`config.mk`:
```
export PLATFORM = sky130hd
export DESIGN_NAME = winctl_unit
export DESIGN_NICKNAME = d
export VERILOG_FILES = /design/src/rtl/winctl_pkg.sv /design/src/rtl/winctl_decode.sv /design/src/rtl/winctl_busy.sv /design/src/rtl/winctl_cause.sv /design/src/rtl/winctl_unit.sv
export SDC_FILE = /design/constraint.sdc
export NUM_CORES = 1
export LEC_CHECK = 0
export ABC_AREA = 1
export BUFFER_PORTS_ARGS = -buffer_cell sky130_fd_sc_hd__buf_2
export CELL_PAD_IN_SITES_DETAIL_PLACEMENT = 1
export CELL_PAD_IN_SITES_GLOBAL_PLACEMENT = 1
export CORE_MARGIN = 5
export CORE_UTILIZATION = 38
export DETAILED_ROUTE_END_ITERATION = 10
export HOLD_SLACK_MARGIN = 0.03
export PLACE_DENSITY_LB_ADDON = 0.1
export SKIP_CTS_REPAIR_TIMING = 1
export SLEW_MARGIN = 25
export SYNTH_ARGS = -nofsm -noshare
export SYNTH_HDL_FRONTEND = slang
export SYNTH_SLANG_ARGS = --single-unit
export TNS_END_PERCENT = 100
```
`constraint.sdc`:
```
create_clock -name clk -period 1.3 [get_ports clk]
set_input_delay 0.13 -clock clk [delete_from_list [all_inputs] [get_ports clk]]
set_output_delay 0.13 -clock clk [all_outputs]
set_load 0.02 [all_outputs]
```
`src/rtl/winctl_pkg.sv`:
```
package winctl_pkg;
  localparam int CMD_W = 16;
  localparam int OP_W  = 5;
  localparam int ARG_W = 11;
  localparam int CAUSE_W = 9;
  localparam int THR_N = 3;

  localparam logic [CAUSE_W-1:0] IRQ_CAUSES = 9'h1FE;

  typedef enum logic [OP_W-1:0] {
    OP_GLOBAL_RST = 5'h00,
    OP_WINDOW     = 5'h01,
    OP_RX_RST     = 5'h05,
    OP_TX_RST     = 5'h0B,
    OP_REQUEST    = 5'h0C,
    OP_ACK        = 5'h0D,
    OP_IRQ_EN     = 5'h0E,
    OP_VIS_EN     = 5'h0F,
    OP_FILTER     = 5'h10,
    OP_THR_RXE    = 5'h11,
    OP_THR_TXA    = 5'h12,
    OP_THR_TXS    = 5'h13
  } opcode_e;

  typedef struct packed {
    logic             clear_all;
    logic             win_wr;
    logic             busy_go;
    logic             req;
    logic             ack;
    logic             ien_wr;
    logic             vis_wr;
    logic             filt_wr;
    logic [THR_N-1:0] thr_wr;
  } cmd_strobe_t;
endpackage

```
`src/rtl/winctl_decode.sv`:
```
module winctl_decode
  import winctl_pkg::*;
(
  input  logic              wr,
  input  logic [CMD_W-1:0]  word,
  output cmd_strobe_t       strobe,
  output logic [ARG_W-1:0]  arg
);
  logic [OP_W-1:0] op;

  assign op  = word[CMD_W-1 -: OP_W];
  assign arg = word[ARG_W-1:0];

  always_comb begin
    strobe = '0;
    if (wr) begin
      case (op)
        OP_GLOBAL_RST: begin strobe.clear_all = 1'b1; strobe.busy_go = 1'b1; end
        OP_WINDOW:     strobe.win_wr  = 1'b1;
        OP_RX_RST:     strobe.busy_go = 1'b1;
        OP_TX_RST:     strobe.busy_go = 1'b1;
        OP_REQUEST:    strobe.req     = 1'b1;
        OP_ACK:        strobe.ack     = 1'b1;
        OP_IRQ_EN:     strobe.ien_wr  = 1'b1;
        OP_VIS_EN:     strobe.vis_wr  = 1'b1;
        OP_FILTER:     strobe.filt_wr = 1'b1;
        OP_THR_RXE:    strobe.thr_wr[0] = 1'b1;
        OP_THR_TXA:    strobe.thr_wr[1] = 1'b1;
        OP_THR_TXS:    strobe.thr_wr[2] = 1'b1;
        default:       strobe = '0;
      endcase
    end
  end
endmodule

```
`src/rtl/winctl_busy.sv`:
```
module winctl_busy #(
  parameter int CYCLES = 8
) (
  input  logic clk,
  input  logic rst_n,
  input  logic start,
  output logic busy
);
  localparam int CNT_W = $clog2(CYCLES + 1);
  localparam logic [CNT_W-1:0] LOAD = CNT_W'(CYCLES);

  logic [CNT_W-1:0] remain_q;

  always_ff @(posedge clk or negedge rst_n) begin
    if (!rst_n)
      remain_q <= '0;
    else if (start)
      remain_q <= LOAD;
    else if (remain_q != '0)
      remain_q <= remain_q - 1'b1;
  end

  assign busy = (remain_q != '0);
endmodule

```
`src/rtl/winctl_cause.sv`:
```
module winctl_cause
  import winctl_pkg::*;
(
  input  logic               clk,
  input  logic               rst_n,
  input  logic               clear_all,
  input  logic [CAUSE_W-1:0] raise,
  input  logic               ack,
  input  logic [CAUSE_W-1:0] ack_bits,
  input  logic [CAUSE_W-1:0] enable,
  output logic [CAUSE_W-1:0] cause_q,
  output logic               irq
);
  logic [CAUSE_W-1:0] drop;
  logic [CAUSE_W-1:0] nxt;
  logic               fresh_hit;

  assign drop      = ack ? ack_bits : '0;
  assign fresh_hit = |(raise & enable & IRQ_CAUSES);

  always_comb begin
    nxt = (cause_q & ~drop) | (raise & IRQ_CAUSES);
    nxt[0] = (cause_q[0] & ~drop[0]) | fresh_hit;
    if (clear_all)
      nxt = '0;
  end

  always_ff @(posedge clk or negedge rst_n) begin
    if (!rst_n)
      cause_q <= '0;
    else
      cause_q <= nxt;
  end

  assign irq = cause_q[0] & (|(cause_q & enable & IRQ_CAUSES));
endmodule

```
`src/rtl/winctl_unit.sv`:
```
module winctl_unit
  import winctl_pkg::*;
#(
  parameter int BUSY_CYCLES = 8
) (
  input  logic              clk,
  input  logic              rst_n,
  input  logic              cmd_wr,
  input  logic [15:0]       cmd_data,
  input  logic              ev_host_err,
  input  logic              ev_tx_done,
  input  logic              ev_tx_room,
  input  logic              ev_rx_done,
  input  logic              ev_rx_early,
  input  logic              ev_stats,
  input  logic              ev_xfer_done,
  output logic [15:0]       status_word,
  output logic              irq_out,
  output logic [2:0]        win_sel,
  output logic [3:0]        rx_filter,
  output logic [10:0]       rx_early_thr,
  output logic [10:0]       tx_avail_thr,
  output logic [10:0]       tx_start_thr
);
  cmd_strobe_t        stb;
  logic [ARG_W-1:0]   arg;
  logic [CAUSE_W-1:0] ev_set;
  logic [CAUSE_W-1:0] cause_q;
  logic [CAUSE_W-1:0] ien_q;
  logic [CAUSE_W-1:0] vis_q;
  logic [2:0]         win_q;
  logic [3:0]         filt_q;
  logic [ARG_W-1:0]   thr_q [THR_N];
  logic               busy;

  winctl_decode i_dec (
    .wr     (cmd_wr),
    .word   (cmd_data),
    .strobe (stb),
    .arg    (arg)
  );

  assign ev_set = {ev_xfer_done, ev_stats, stb.req, ev_rx_early,
                   ev_rx_done, ev_tx_room, ev_tx_done, ev_host_err, 1'b0};

  winctl_cause i_cause (
    .clk       (clk),
    .rst_n     (rst_n),
    .clear_all (stb.clear_all),
    .raise     (ev_set),
    .ack       (stb.ack),
    .ack_bits  (arg[CAUSE_W-1:0]),
    .enable    (ien_q),
    .cause_q   (cause_q),
    .irq       (irq_out)
  );

  winctl_busy #(.CYCLES(BUSY_CYCLES)) i_busy (
    .clk   (clk),
    .rst_n (rst_n),
    .start (stb.busy_go),
    .busy  (busy)
  );

  always_ff @(posedge clk or negedge rst_n) begin
    if (!rst_n) begin
      win_q  <= '0;
      ien_q  <= '0;
      vis_q  <= '0;
      filt_q <= '0;
    end else if (stb.clear_all) begin
      win_q  <= '0;
      ien_q  <= '0;
      vis_q  <= '0;
      filt_q <= '0;
    end else begin
      if (stb.win_wr)  win_q  <= arg[2:0];
      if (stb.ien_wr)  ien_q  <= arg[CAUSE_W-1:0];
      if (stb.vis_wr)  vis_q  <= arg[CAUSE_W-1:0];
      if (stb.filt_wr) filt_q <= arg[3:0];
    end
  end

  for (genvar g = 0; g < THR_N; g++) begin : g_thr
    always_ff @(posedge clk or negedge rst_n) begin
      if (!rst_n)
        thr_q[g] <= '0;
      else if (stb.clear_all)
        thr_q[g] <= '0;
      else if (stb.thr_wr[g])
        thr_q[g] <= arg;
    end
  end

  assign status_word  = {win_q, busy, 3'b000, cause_q & vis_q};
  assign win_sel      = win_q;
  assign rx_filter    = filt_q;
  assign rx_early_thr = thr_q[0];
  assign tx_avail_thr = thr_q[1];
  assign tx_start_thr = thr_q[2];
endmodule

```
### After elaboration in Yosys (flattened, before gate mapping)

Cells that the tools add are included.

| word-level totals | value |
|---|---|
| input port bits | 26 |
| bits in read-only memories | 0 |
| bits in writable memories | 0 |
| memories kept | 0 |
| bits in latches | 0 |
| bits in registers | 71 |
| output and inout port bits | 57 |
| word-level logic and storage cells | 74 |

| cells by class | value |
|---|---|
| mux-type cells | 30 |
| bitwise operators | 10 |
| shift operators | 0 |
| multiply operators | 0 |
| equal/unequal tests | 11 |
| reductions and logical operators | 13 |
| $add $sub $neg | 1 |
| order comparisons | 0 |
| div/mod/pow operators | 0 |

Operators with widths:

| cell | number |
|---|---|
| 2-to-1 mux 11 bit | 7 |
| 2-to-1 mux 9 bit | 6 |
| bitwise AND 9 bit | 4 |
| equality test 5 x 4 -> 1 bit (second input constant) | 5 |
| equality test 5 bit (second input constant) | 4 |
| 2-to-1 mux 4 bit | 4 |
| nonzero test 2 bit | 8 |
| OR reduction 8 bit | 2 |
| 2-to-1 mux 1 bit | 11 |
| inverter 9 bit | 1 |
| bitwise OR 9 bit | 1 |
| 2-to-1 mux 3 bit | 2 |
| equality test 5 x 1 -> 1 bit (second input constant) | 1 |
| equality test 5 x 3 -> 1 bit (second input constant) | 1 |
| zero test 5 bit | 1 |
| nonzero test 4 bit | 1 |
| subtractor 4 x 1 -> 4 bit (second input constant) | 1 |
| OR reduction 3 bit | 1 |
| bitwise AND 1 bit | 2 |
| inverter 1 bit | 1 |
| bitwise OR 1 bit | 1 |

### Logic depth before layout (Yosys ltp)

Gate-level depths: netlist (run 1).

| depth | value |
|---|---|
| depth in word-level cells | 9 |
| mapped depth | 9 |
| mapped depth without buffers | 8 |

### Modules after synthesis

Synthesis (run 1) repeated with hierarchy kept, for this count alone.

| unflattened totals | value |
|---|---|
| cell total of the unflattened synthesis | 422 |
| area, all modules | 3454.6 µm² |

By module, submodules not included:

| module | seq. area each (µm²) | area an instance (µm²) | cells each | instances |
|---|---|---|---|---|
| winctl_unit | 1451.4 | 2514.9 | 281 | 1 |
| winctl_cause | 225.2 | 483.0 | 70 | 1 |
| winctl_decode | 0.0 | 235.2 | 43 | 1 |
| winctl_busy | 100.1 | 221.5 | 28 | 1 |

### Least setup slack after synthesis (run 1)

OpenSTA, ideal clock, no wires.

| timing | value |
|---|---|
| kind | input to register |
| from | input port cmd_data[11] |
| to | register thr_q (netlist bit tx_avail_thr[10]) |
| stages | 9 |
| path buffers | 1 |
| slack | 0.194 ns |
| setup time | 0.117 ns |
| required time | 1.183 ns |
| data arrival time | 0.989 ns |
| cell sequence | inv_1 nand2_1 nor2_4 nand3_4 o21ai_2 inv_1 buf_2 nand2_1 nand2_1 |

| on the way | value |
|---|---|
| cells in the longest elaborated chain, start to end | 4 |
| elaborated cells on any way between the ends | 7 |
| classes of those cells | eq/ne (1); mux (4); reduce/logical (2) |

Ends and longest elaborated chain:

| what | line | source |
|---|---|---|
| start: declaration | winctl_unit.sv:9 | `input logic [15:0] cmd_data,` |
| equality test 5 bit or zero test 5 bit (tied branches) | winctl_decode.sv:17 | `case (op)` |
| 2-to-1 mux 1 bit | winctl_decode.sv:17 |  |
| 2-to-1 mux 11 bit (*) | winctl_decode.sv:16 | `if (wr) begin` |
| nonzero test 2 bit (no line) or 2-to-1 mux 11 bit (tied branches) | -- |  |
| end signal: indexed assignment | winctl_unit.sv:91 | `thr_q[g] <= arg;` |
| end: declaration | winctl_unit.sv:33 | `logic [ARG_W-1:0] thr_q [THR_N];` |

Mark *: on every way between the ends. The rest lies on a longest branch, timed or not.
A chain may end at the register's enable or synchronous reset.

### Worst setup path in the final report (run 1)

| timing | value |
|---|---|
| from | register i_busy.remain_q[0] |
| to | output port status_word[12] |

| on the way | value |
|---|---|
| cells in the longest elaborated chain, start to end | 1 |

Ends and longest elaborated chain:

| what | line | source |
|---|---|---|
| start: declaration | winctl_busy.sv:12 | `logic [CNT_W-1:0] remain_q;` |
| start signal: assignment | winctl_busy.sv:20 | `remain_q <= remain_q - 1'b1;` |
| nonzero test 4 bit | winctl_busy.sv:23 | `assign busy = (remain_q != '0);` |
| end: declaration | winctl_unit.sv:17 | `output logic [15:0] status_word,` |

No other way between the ends.

==> out/metrics.yaml, run 1 <==
outcome:
  outcome: "finished, violations left"
  violations: "setup timing"
drt:
  first_pass_iters: 4
  drt-total-wl_um: 9720
  via_per_inst: 4.71
  post_drt_wl_per_cell_um: 15.6
  drtIter0Drc: 103
  vias: 2927
  drc: 0
  antenna_left: 0
sta:
  hold_viol_final: 0
  rsz0062_at_grt: "true"
  setup_viol: 2
  min_period_ns: 1.41
  slew_viol_final: 0
  finClkSkew_ns: 0.00636
  clock.fmax_ghz: 0.711
  setup_ws_ns: -0.107
  min_period_over_period_pct: 108
yosys:
  synth_cells: 399
  synth_ff_type: "dfrtp_1"
  synthSimpleGateAreaFrac_pct: 32.1
  synth_warnings: 0
  synth_top_family_by_area: "simple AND/OR/NAND/NOR gates"
  ys_async_sr_fraction_pct: 100
  synth_top_area_cell: "dfrtp_1"
  synth_most_common_cell: "nand2_1"
  synth_seq_cells: 70
  synth_common_cells: "nand2_1 (206), dfrtp_1 (70), inv_1 (32)"
  netlist_area_um2: 3220
  ys_types: 28
  yosys.area.top_type_share_pct: 54.4
  ys_seq_area_share_pct: 54.4
  ys_top_cells_by_area: "dfrtp_1 (54%), nand2_1 (24%), inv_1 (3.7%)"
  synth-compound-area-share_pct: 4.97
  synth-xor-area-share_pct: 0.544
  synth_adder_area_share_pct: 0.388
  synth_mux_area_share_pct: 0
  syn_avg_cell_area_um2: 8.07
  synth_edf_count: 0
global_route:
  grt_usage_pct: 19.6
  overflow: 0
  antenna_found_initial: 0
  grt_pass1_wl_um: 15700
  grt_max_degree: 71
  grt_pass1_vias: 3165
hold_path:
  holdPathEnd: "i_cause.cause_q[3]"
  hp-class: "in -> reg"
  min_path_cells: 3
  min_from: "ev_tx_room"
worst_setup_path:
  endpoint_kind: "output pin"
  critPathKind: "reg -> out"
  r2r_slack_ns: 0.19
  cp-start-kind: "flip-flop"
  crit_arrival_ns: 1.28
  worst-r2r-cell-count: 5
  critPathMaxFanout: 4
  r2r_end: "i_busy.remain_q[0]"
  cp_data_required_time_ns: 1.17
  r2r-start: "i_busy.remain_q[0]"
layout:
  multi_input_area_um2: 1260
  drive_above_1_share_pct: 29.2
  syn_to_final_growth_pct: 31.0
  diodes: 0
  design_area_um2: 4220
  nets: 539
  fillers: 1042
  seqCellArea_um2: 1750
pwr:
  p_leak_nw: 2.39
  p_sw_share_pct: 35.0
  cellPowerDensity_nw_per_um2: 1670
  pwr-share-clk_pct: 28.8
  pwr-share-seq_pct: 41.4
  peakVddDrop_mv: 0.677
  pwr-share-comb_pct: 29.8
  switching_power_mw: 2.47
  p_int_mw: 4.59
floorplan:
  floorplan.initialDensity_pct: 39.0
  pin_count: 83
  dieArea_um2: 10400
  num_rows: 33
  die_x_um: 102
  die_h_um: 102
  core_um2: 8260
clock_network:
  cts-root-buf: "clkbuf_8"
  clk_pin_slew_ns: 0.08
  cts_tree: "done"
  cts_sinks: 70
  clock_path_buffers: 2
  clk_latency_ns: 0.34
  numCtsBuffers: 9
  htreeDepth: 3
placement:
  dpl_cell_area_um2: 3920
  dpl_worst_slack_ns: -0.100
  dp_hpwl_um: 7260
  routabilityCongestion: 0.799
  io_buffers: 79
job:
  drv_cap: 0
-- layout by cell type, fill, tap and decap left out, drive strengths merged, types with 3 or more instances in the layout --
cell type / instances
nand3: 8
a21oi: 12
nand2: 207
o21ai: 11
inv: 37
clkbuf: 11
nor2: 27
buf: 111
dfrtp: 70
conb: 3
nand4: 5
-- metrics by stage --
stage | power, mW | hold slack [ns] | instances | TNS (ns) | util [%]
final | 7.06 | 0.0291 | 622 | -0.214 | 51.1
after global routing | 7.49 | 0.0377 | 622 | -0.375 | 51.1
after CTS | 7.03 | -0.182 | 618 | -0.445 | 50.3
after detailed placement | 4.99 | 0.193 | 602 | -1.58 | 47.5
after global placement | 4.89 | 0.192 | 602 | -0.295 | 47.5
after floorplan | 4.21 | -0.166 | 401 | 0 | -
-- worst max-delay path by stage --
stage	start	endpoint	slack [ns]	depth (start not counted)
after global placement	cmd_data[11]	tx_avail_thr[5]	-0.02	10
final	i_busy.remain_q[0]	status_word[12]	-0.11	4
after detailed placement	cmd_data[11]	tx_avail_thr[0]	-0.10	10
after CTS	i_busy.remain_q[0]	status_word[12]	-0.30	4
after floorplan	cmd_data[11]	tx_avail_thr[10]	0.19	9
after global routing	i_cause.cause_q[8]	irq_out	-0.18	4
-- per-layer routing --
metal	GRT usage [%]	vias up	wire, um
met2	34.0	62	4830
met1	25.1	1425	4410
met5	0	-	0
met4	6.36	0	127
li1	-	1430	-
met3	2.94	10	359
-- worst max-delay path: stages (launching register included) --
cell,delay (ns)
dfrtp_1,0.38
inv_2,0.10
ha_4,0.16
nand3_2,0.13
buf_6,0.17
-- power by group through the flow --
| stage | Sequential [mW] | Combinational [mW] | Clock (mW) |
|---|---|---|---|
| final | 2.92 | 2.10 | 2.03 |
| after global routing | 2.98 | 2.35 | 2.15 |
| after CTS | 2.92 | 2.04 | 2.06 |
| after detailed placement | 2.95 | 2.04 | 0 |
| after global placement | 2.94 | 1.94 | 0 |
| after floorplan | 3.25 | 0.955 | 0 |
-- flip-flops by register name, indices dropped and copies added (netlist names) --
| signal | count |
|---|---|
| i_busy.remain_q | 4 |
| i_cause.cause_q | 9 |
| ien_q | 8 |
| rx_early_thr | 11 |
| rx_filter | 4 |
| tx_avail_thr | 11 |
| tx_start_thr | 11 |
| vis_q | 9 |
| win_sel | 3 |
-- cell families (layout without fill, tap and decap cells) --
group,count (synthesis),in the layout
XOR/XNOR,2,2
AND/OR/NAND/NOR,250,250
adder cells (fa/ha/maj),1,1
buffers and inverters,50,166
flip-flops,70,70
other,1,3
AO/OA/AOI/OAI,25,25
-- final cells by class --
type                    count  area share (%)
inverters                  37            3.35
flip-flops and latches     70            41.5
clock inverters             5            1.93
repair buffers            113            16.7
well taps                 105            3.11
clock buffers              11            3.59
multi-input cells         281            29.8
(Power assumes the default switching activity.)
==> inputs of run 2 (changes only) <==
--- a/config.mk
+++ b/config.mk
@@ -9,6 +9,7 @@
 export BUFFER_PORTS_ARGS = -buffer_cell sky130_fd_sc_hd__buf_2
 export CELL_PAD_IN_SITES_DETAIL_PLACEMENT = 1
 export CELL_PAD_IN_SITES_GLOBAL_PLACEMENT = 1
+export CORE_ASPECT_RATIO = 1.1
 export CORE_MARGIN = 5
 export CORE_UTILIZATION = 38
 export DETAILED_ROUTE_END_ITERATION = 10
==> run 2 against run 1 <==
Net effect: the run still ends with setup timing left; combinational power grew 6%; die area is essentially flat; count of clock-buffer cells in the layout grew 1; sequential share of layout area shrank 1.2 points; core utilization grew 1.2 points; clock power grew 4%; maximum frequency grew 1.2%; critical endpoint is now irq_out.
==> out/metrics.yaml, run 2 (synthesis gave the netlist of run 1 again) <==
pwr:
  p_total_mw: 7.25  # +2.7%
  pwr-share-comb_pct: 30.6  # +0.8 points
  cellPowerDensity_nw_per_um2: 1670  # -0.38%
  p_sw_share_pct: 34.3  # -0.69 points
  pwr-share-clk_pct: 29.2  # +0.4 points
  p_int_mw: 4.76  # +3.7%
  switching_power_mw: 2.49  # +0.65%
  p_leak_nw: 2.47  # +3.3%
  peakVddDrop_mv: 0.665  # -1.7%
  pwr-share-seq_pct: 40.2  # -1.2 points
sta:
  hold_ws_ns: 0.0245  # -0.00456 ns
  clock.fmax_ghz: 0.719  # +1.2%
  finClkSkew_ns: 0.0117  # +0.00534 ns
  slew_viol_final: 0  # unchanged
  hold_viol_final: 0  # unchanged
  rsz0062_at_grt: "true"
  min_period_ns: 1.39  # -0.0170 ns
  finalSetupTns_ns: -0.180  # +0.0341 ns
  setup_viol: 2  # unchanged
  min_period_over_period_pct: 107  # -1.3 points
  setup_ws_ns: -0.0903  # +0.0170 ns
hold_path:
  hp-class: "in -> reg"
worst_setup_path:
  critPathKind: "reg -> out"
  critPathMaxStageDelay_ns: 0.41  # +0.03 ns
  critPathMaxFanout: 3  # -1
  cp_data_required_time_ns: 1.17  # about the same
  crit_arrival_ns: 1.26  # -0.02 ns
  endpoint_kind: "output pin"
  worstPathCellList: "nand2_1, nand4_1, o21a_1, buf_6"
  cp-start-kind: "flip-flop"
  worst_path_max_delay_cell: "dfrtp_1"
placement:
  place_inst: 616  # +2.3%
  dpl_cell_area_um2: 3960  # +1.1%
  io_buffers: 79  # unchanged
  routabilityCongestion: 0.766  # -4.2%
  dp_hpwl_um: 7270  # +0.14%
layout:
  nets: 556  # +3.2%
  seqCellArea_um2: 1750  # unchanged
  final_cell_mix: "nand2_1 (204), buf_2 (76), dfrtp_1 (70)"
  syn_to_final_growth_pct: 35.0
  final_common_cell: "nand2_1"
  fillers: 1067  # +2.4%
  design_area_um2: 4350  # +3.1%
  diodes: 0  # unchanged
  drive_above_1_share_pct: 30.7  # +1.5 points
  multi_input_area_um2: 1270  # +0.80%
  fin_cells: 645  # +3.7%
global_route:
  grt_usage_pct: 19.4  # -0.19 points
  antenna_found_initial: 0  # unchanged
  overflow: 0  # unchanged
  grt_max_degree: 71  # unchanged
  grt_pass1_wl_um: 16000  # +2.1%
  grt_pass1_vias: 3230  # +2.1%
drt:
  drc: 0  # unchanged
  drtIter0Drc: 55  # -47%
  antenna_left: 0  # unchanged
  vias: 2983  # +1.9%
  via_per_inst: 4.62  # -1.7%
  post_drt_wl_per_cell_um: 15.0  # -3.8%
  drt-total-wl_um: 9700  # -0.20%
  first_pass_iters: 4  # unchanged
floorplan:
  num_rows: 35  # +6.1%
  dieArea_um2: 10400  # about the same
  floorplan.initialDensity_pct: 38.7  # -0.29 points
  pin_count: 83  # unchanged
  die_h_um: 107  # +4.4%
  die_x_um: 97.8  # -4.2%
  core_um2: 8320  # +0.76%
clock_network:
  htreeDepth: 3  # unchanged
  clk_latency_ns: 0.35  # about the same
  cts_sinks: 70  # unchanged
  cts-root-buf: "clkbuf_8"
  cts_tree: "done"
  clock_path_buffers: 2  # unchanged
  clk_pin_slew_ns: 0.08  # about the same
  numCtsBuffers: 9  # unchanged
outcome:
  violations: "setup timing"
  outcome: "finished, violations left"
job:
  drv_cap: 0  # unchanged
[run 2: cell count changes in the layout (fill, tap and decap cells not counted), moves of 2 or more]
cell	before	now
buf_12	3	1
buf_4	29	46
clkbuf_1	0	3
clkbuf_8	11	9
dlygate4sd3_1	2	4
[run 2: final timing paths]
| kind | endpoint | from | slack (ns) | depth (start not counted) |
|---|---|---|---|---|
| setup / recovery | irq_out | ien_q[3] | -0.09 | 4 |
| hold / removal | i_cause.cause_q[5] | ev_rx_early | 0.02 | 3 |
| setup reg to reg | i_cause.cause_q[0] | ien_q[2] | 0.11 | 7 |
| hold reg to reg | tx_start_thr[9] | tx_start_thr[9] | 0.47 | 2 |
| max in group asynchronous | ien_q[2] | rst_n | 0.66 | 3 |
| min in group asynchronous | tx_start_thr[9] | rst_n | 0.33 | 3 |
[run 2: layout make-up]
class	count	area share [%]
clock buffer	12	3.11
timing repair buffer	130	18.8
multi-input combinational	281	29.1
inverter	37	3.25
sequential	70	40.3
clock inverter	4	2.19
tap	111	3.19
[run 2: critical path, delay by kind of cell, from the launching register on]
kind | cells | cell delay (ns)
DFF | 1 | 0.41
and+or+nand+nor | 2 | 0.17
AOI/OAI and AO/OA | 1 | 0.20
buffers and inverters | 1 | 0.13
[run 2: per-layer routing]
layer  share of wire, %  up-vias  global-route usage (%)
li1                   -     1465                       -
met2                 49       60                    33.2
met1                 45     1449                    24.4
met4                1.3        0                    7.12
met3                4.3        9                    3.77
met5                  0        -                       0
[run 2: power groups by stage]
stage          sequential [mW]  clock (mW)  combinational, mW
2_1_floorplan             3.25           0              0.955
3_3_place_gp              2.94           0               1.96
3_5_place_dp              2.95           0               2.03
4_1_cts                   2.92        2.15               2.05
5_1_grt                   2.98        2.27               2.47
6_report                  2.92        2.12               2.22
[run 2: per-stage QoR]
step           utilization (%)  setup slack (ns)
2_1_floorplan                -             0.194
3_3_place_gp              47.6           -0.0812
3_5_place_dp              47.6            -0.133
4_1_cts                   50.4            -0.286
5_1_grt                   52.3            -0.156
6_report                  52.3           -0.0903
